$ cat config.mk
export PLATFORM = sky130hd
export DESIGN_NAME = uart_irq_ident
export DESIGN_NICKNAME = d
export VERILOG_FILES = /design/src/rtl/uart_irq_pkg.sv /design/src/rtl/uart_irq_sticky.sv /design/src/rtl/uart_irq_trigcmp.sv /design/src/rtl/uart_irq_prio.sv /design/src/rtl/uart_irq_ident.sv
export SDC_FILE = /design/constraint.sdc
export NUM_CORES = 1
export LEC_CHECK = 0
export ABC_CLOCK_PERIOD_IN_PS = 4300
export BUFFER_PORTS_ARGS = -buffer_cell sky130_fd_sc_hd__buf_4
export CORE_AREA = 2 2 39 41
export CTS_CLUSTER_DIAMETER = 150
export DETAILED_ROUTE_END_ITERATION = 12
export DIE_AREA = 0 0 41 43
export MAX_ROUTING_LAYER = met4
export PLACE_DENSITY = 0.89
export SYNTH_ARGS = -nofsm -noshare
export SYNTH_HDL_FRONTEND = slang
export SYNTH_SLANG_ARGS = --single-unit
$ cat constraint.sdc
create_clock -name clk -period 4.3 [get_ports clk]
set_clock_uncertainty 0.15 [all_clocks]
set_input_delay 0.645 -clock clk [delete_from_list [all_inputs] [get_ports clk]]
set_output_delay 0.645 -clock clk [all_outputs]
set_load 0.03 [all_outputs]
$ cat src/rtl/uart_irq_pkg.sv
package uart_irq_pkg;
  typedef enum logic [3:0] {
    ID_NONE    = 4'b0001,
    ID_LINE    = 4'b0110,
    ID_RXDATA  = 4'b0100,
    ID_TIMEOUT = 4'b1100,
    ID_TXEMPTY = 4'b0010,
    ID_MODEM   = 4'b0000
  } id_code_e;

  localparam int EN_RX    = 0;
  localparam int EN_TX    = 1;
  localparam int EN_LINE  = 2;
  localparam int EN_MODEM = 3;
  localparam int N_EN     = 4;
endpackage

$ cat src/rtl/uart_irq_sticky.sv
module uart_irq_sticky #(
  parameter int W = 4
) (
  input  logic         clk,
  input  logic         rst,
  input  logic [W-1:0] set_vec,
  input  logic         clr,
  output logic         pend
);
  // a new event in the clearing cycle wins, so it is never lost
  always_ff @(posedge clk) begin
    if (rst) pend <= 1'b0;
    else     pend <= (pend & ~clr) | (|set_vec);
  end
endmodule

$ cat src/rtl/uart_irq_trigcmp.sv
module uart_irq_trigcmp #(
  parameter int CNT_W = 5,
  parameter int LVL0  = 1,
  parameter int LVL1  = 4,
  parameter int LVL2  = 8,
  parameter int LVL3  = 14
) (
  input  logic             fifo_en,
  input  logic [1:0]       trig_sel,
  input  logic [CNT_W-1:0] rx_count,
  output logic             at_level
);
  localparam logic [CNT_W-1:0] L0 = CNT_W'(LVL0);
  localparam logic [CNT_W-1:0] L1 = CNT_W'(LVL1);
  localparam logic [CNT_W-1:0] L2 = CNT_W'(LVL2);
  localparam logic [CNT_W-1:0] L3 = CNT_W'(LVL3);
  localparam logic [CNT_W-1:0] ONE = CNT_W'(1);

  logic [CNT_W-1:0] level;

  always_comb begin
    if (!fifo_en) level = ONE;
    else begin
      unique case (trig_sel)
        2'b00:   level = L0;
        2'b01:   level = L1;
        2'b10:   level = L2;
        default: level = L3;
      endcase
    end
    at_level = (rx_count >= level);
  end
endmodule

$ cat src/rtl/uart_irq_prio.sv
module uart_irq_prio
  import uart_irq_pkg::*;
(
  input  logic     line_act,
  input  logic     rx_act,
  input  logic     tmo_act,
  input  logic     tx_act,
  input  logic     modem_act,
  output id_code_e code
);
  always_comb begin
    if      (line_act)  code = ID_LINE;
    else if (rx_act)    code = ID_RXDATA;
    else if (tmo_act)   code = ID_TIMEOUT;
    else if (tx_act)    code = ID_TXEMPTY;
    else if (modem_act) code = ID_MODEM;
    else                code = ID_NONE;
  end
endmodule

$ cat src/rtl/uart_irq_ident.sv
module uart_irq_ident
  import uart_irq_pkg::*;
#(
  parameter int CNT_W = 5,
  parameter int TRIG0 = 1,
  parameter int TRIG1 = 4,
  parameter int TRIG2 = 8,
  parameter int TRIG3 = 14
) (
  input  logic             clk,
  input  logic             rst,
  input  logic             fifo_en,
  input  logic [1:0]       trig_sel,
  input  logic [CNT_W-1:0] rx_count,
  input  logic [3:0]       line_err,
  input  logic             char_tmo,
  input  logic             tx_empty,
  input  logic [3:0]       modem_chg,
  input  logic [3:0]       irq_en,
  input  logic             rd_id,
  input  logic             rd_line,
  input  logic             rd_modem,
  input  logic             rd_rxdata,
  input  logic             wr_txdata,
  output logic             irq,
  output logic [7:0]       id_byte
);
  logic line_pend, modem_pend, tmo_pend, tx_pend;
  logic rx_at_level;
  logic tx_empty_q;
  logic tx_rise, tx_clr;
  id_code_e code;
  logic [7:0] id_next;

  // latched sources: line and modem share one sticky structure
  for (genvar g = 0; g < 2; g++) begin : g_sticky
    if (g == 0) begin : g_line
      uart_irq_sticky #(.W(4)) u_line (
        .clk(clk), .rst(rst), .set_vec(line_err), .clr(rd_line), .pend(line_pend));
    end else begin : g_modem
      uart_irq_sticky #(.W(4)) u_modem (
        .clk(clk), .rst(rst), .set_vec(modem_chg), .clr(rd_modem), .pend(modem_pend));
    end
  end

  uart_irq_sticky #(.W(1)) u_tmo (
    .clk(clk), .rst(rst), .set_vec(char_tmo & fifo_en), .clr(rd_rxdata), .pend(tmo_pend));

  always_ff @(posedge clk) begin
    if (rst) tx_empty_q <= 1'b0;
    else     tx_empty_q <= tx_empty;
  end

  assign tx_rise = tx_empty & ~tx_empty_q;
  assign tx_clr  = wr_txdata | (rd_id && (id_byte[3:0] == ID_TXEMPTY));

  uart_irq_sticky #(.W(1)) u_tx (
    .clk(clk), .rst(rst), .set_vec(tx_rise), .clr(tx_clr), .pend(tx_pend));

  uart_irq_trigcmp #(
    .CNT_W(CNT_W), .LVL0(TRIG0), .LVL1(TRIG1), .LVL2(TRIG2), .LVL3(TRIG3)
  ) u_cmp (
    .fifo_en(fifo_en), .trig_sel(trig_sel), .rx_count(rx_count), .at_level(rx_at_level));

  uart_irq_prio u_prio (
    .line_act (line_pend   & irq_en[EN_LINE]),
    .rx_act   (rx_at_level & irq_en[EN_RX]),
    .tmo_act  (tmo_pend    & irq_en[EN_RX]),
    .tx_act   (tx_pend     & irq_en[EN_TX]),
    .modem_act(modem_pend  & irq_en[EN_MODEM]),
    .code     (code));

  assign id_next = {{2{fifo_en}}, 2'b00, code};

  always_ff @(posedge clk) begin
    if (rst) begin
      id_byte <= 8'h01;
      irq     <= 1'b0;
    end else begin
      id_byte <= id_next;
      irq     <= ~id_next[0];
    end
  end
endmodule

==> metrics <==
Psw=0.0660 mW; Post-Syn Area=528 µm²; Period minus WS final=1830 ps; # DRC=0; part of the Yosys area used for sequential elements=41.7%; switching share of power=27.4%; synth warn=0; Die Y=43 µm; Fmax achieved=545 MHz; Cell Chain, Critical Path=buf_4 > nand2_1 > ha_1 > a21o_1 > a211oi_2 > a31o_2 > a31o_1; Worst Path Buf+Inv=1; routing usage on met3=4.71%; Total Routed Length=1.26 mm; vias in the first global route=488; Post-CTS Resized=0; boundary pin count=38; final hold slack=332 ps; CP peak stage delay=290 ps; diodes inserted=0; placed wire-length estimate=1.05 mm; post-route ant nets=0; Clk Latency, worst-skew pair=270 ps; initial antenna violation count=0; Post-Place Cells=107; clk slew on worst S/H paths=70 ps; cell-internal power=0.175 mW; Initial Util=38.2%; Tot Pwr=0.241 mW; total number of vias=524; R2R depth=4; Die Wd=41 µm; # clock sinks=11; worst slack, placed=2190 ps; cell count after synthesis=59; library cells used by synthesis=25; post-route cell area=815 µm²; slowest CP cell=ha_1; initial DRC count=8; Setup violations, final=0; largest net degree at the start of global routing=13; outcome=finished clean; worst hold-check path type=reg -> reg; CTS Buf Count=3; CTS Hold Bufs=0; routed wire length per instance=11.4 µm; Cell Count, Final, Fillers Out=111; Most Used Layer, Global Route=met2; total negative slack=0 ps; Slew Limit Fails=0; crit path DAT=1890 ps; Via-to-Cell Ratio=4.72; CTS tree=yes; part of the power in the clock network=29.5%; final hold viol count=0; RSZ-0062 raised after global routing=false; register bit total from synthesis=11; drt first pass iters=4; Req. time, crit path=4360 ps; met1 usage in global routing=16.7%; crit path kind=in -> reg; CTS H-tree depth=1; layout cells sized above 1=42.1%; global-route wire length before repair=1.86 mm; area grow syn2layout=54.3%; final core occ=58.9%; Worst Setup End Kind=register; Buffers on Ports=35; PD cells=296 nW/µm²; max_cap viols=0; nets=129; Comb pwr share=24.3%; leak pwr=0.390 nW; cell row count=14; Max VDD drop=0.170 mV; Worst Hold Depth=2; Worst Setup Slack, final=2470 ps; DP Area=788 µm²; fin crit share=42.6%; Core ar.=1380 µm²; type of origin of the critical path=input pin; Max FO, Critical Path=6; met2 usage=26.6%; die footprint=1760 µm²; Max Root-Sink Buffers=2; post-CTS setup buffers=0; routability congestion estimate from global placement=0.695; Levels on crit path=7; CTS root buffer=clkbuf_4; gr usage total=15.6%; Syn Area/Cell=8.95 µm²; sequential share of power=46.2%; delay-heaviest family, CP=compound AO/OA/AOI/OAI gates; grt ovf=0
==> power groups by stage <==
stage / logic [mW] / registers [mW] / clock network (mW)
2_1_floorplan: 0.0232 / 0.120 / 0
3_3_place_gp: 0.0570 / 0.114 / 0
3_5_place_dp: 0.0589 / 0.114 / 0
4_1_cts: 0.0593 / 0.112 / 0.0707
5_1_grt: 0.0638 / 0.112 / 0.0767
6_report: 0.0587 / 0.111 / 0.0710
==> worst min-delay path: stages (launching register included) <==
cell      delay [ps]
dfxtp_1          320
nand4b_1          80
nor2_1            40
==> kinds of logic (layout without fill, tap and decap cells) <==
kind of cell | count (synthesis) | count (layout) | share of synthesized area, %
compound gates | 14 | 14 | 18.7
fa+ha+maj | 4 | 4 | 9.48
simple gates | 21 | 21 | 21.6
flops | 11 | 11 | 41.7
other cells | 1 | 2 | 0.710
buf+inv | 8 | 43 | 7.82
==> registers in the layout, indices dropped and copies added, names as in the netlist <==
signal and flops:
tx_empty_q 1, u_tx.pend 1, u_tmo.pend 1, g_sticky.g_modem.u_modem.pend 1
g_sticky.g_line.u_line.pend 1, id_byte 5, irq 1
==> cell usage in the layout (no fill, tap or decap), drive strengths merged <==
| cell | n |
|---|---|
| buf | 35 |
| dfxtp | 11 |
| nand2 | 7 |
| a21oi | 5 |
| inv | 4 |
| nand2b | 4 |
| ha | 4 |
| clkbuf | 4 |
| nor2b | 2 |
| nor2 | 2 |
| nor4 | 2 |
| conb | 2 |
| a31o | 2 |
| o21ai | 1 |
| nand3 | 1 |
| a21o | 1 |
| a211oi | 1 |
| o2111ai | 1 |
| a22oi | 1 |
| a31oi | 1 |
| nand4b | 1 |
| nor4b | 1 |
| nand3b | 1 |
| o2bb2ai | 1 |
==> synth_stat cells <==
cell type  instances  area share [%]
a31o_1             1             1.7
o21ai_0            1            0.95
nand4b_1           1             1.7
nand2b_1           4             4.7
o2bb2ai_1          1             1.7
a211oi_2           1             2.4
nand3_1            1            0.95
nor2_1             2             1.4
a31o_2             1             1.7
inv_1              4             2.8
buf_4              3             4.3
nand3b_1           1             1.4
a31oi_1            1             1.2
ha_1               4             9.5
nand2_1            7             5.0
a22oi_1            1             1.4
a21o_1             1             1.4
a21oi_1            5             4.7
conb_1             1            0.71
nor4_1             2             2.4
nor4b_1            1             1.7
clkbuf_1           1            0.71
dfxtp_1           11              42
nor2b_1            2             2.4
o2111ai_1          1             1.7
==> path summary, 6_finish.rpt <==
path                                    to       start  slack, ps
worst max-delay path            id_byte[0]     fifo_en       2470
worst min-delay path            id_byte[3]  u_tmo.pend        330
worst max register to register   u_tx.pend  id_byte[0]       3180
worst min register to register  id_byte[3]  u_tmo.pend        330
==> layout make-up <==
| type | count | area (µm²) |
|---|---|---|
| tap | 16 | 20.0 |
| fill | 133 | 569 |
| timing repair buffer | 35 | 263 |
| clock buffer | 4 | 26.3 |
| multi-input combinational | 41 | 270 |
| sequential | 11 | 220 |
| inverter | 4 | 15.0 |
==> routing by layer <==
metal,up-vias,wire length [µm]
met5,-,0
met4,0,0
met3,0,53
met2,12,714
met1,238,492
li1,274,-
(Power assumes the default switching activity.)
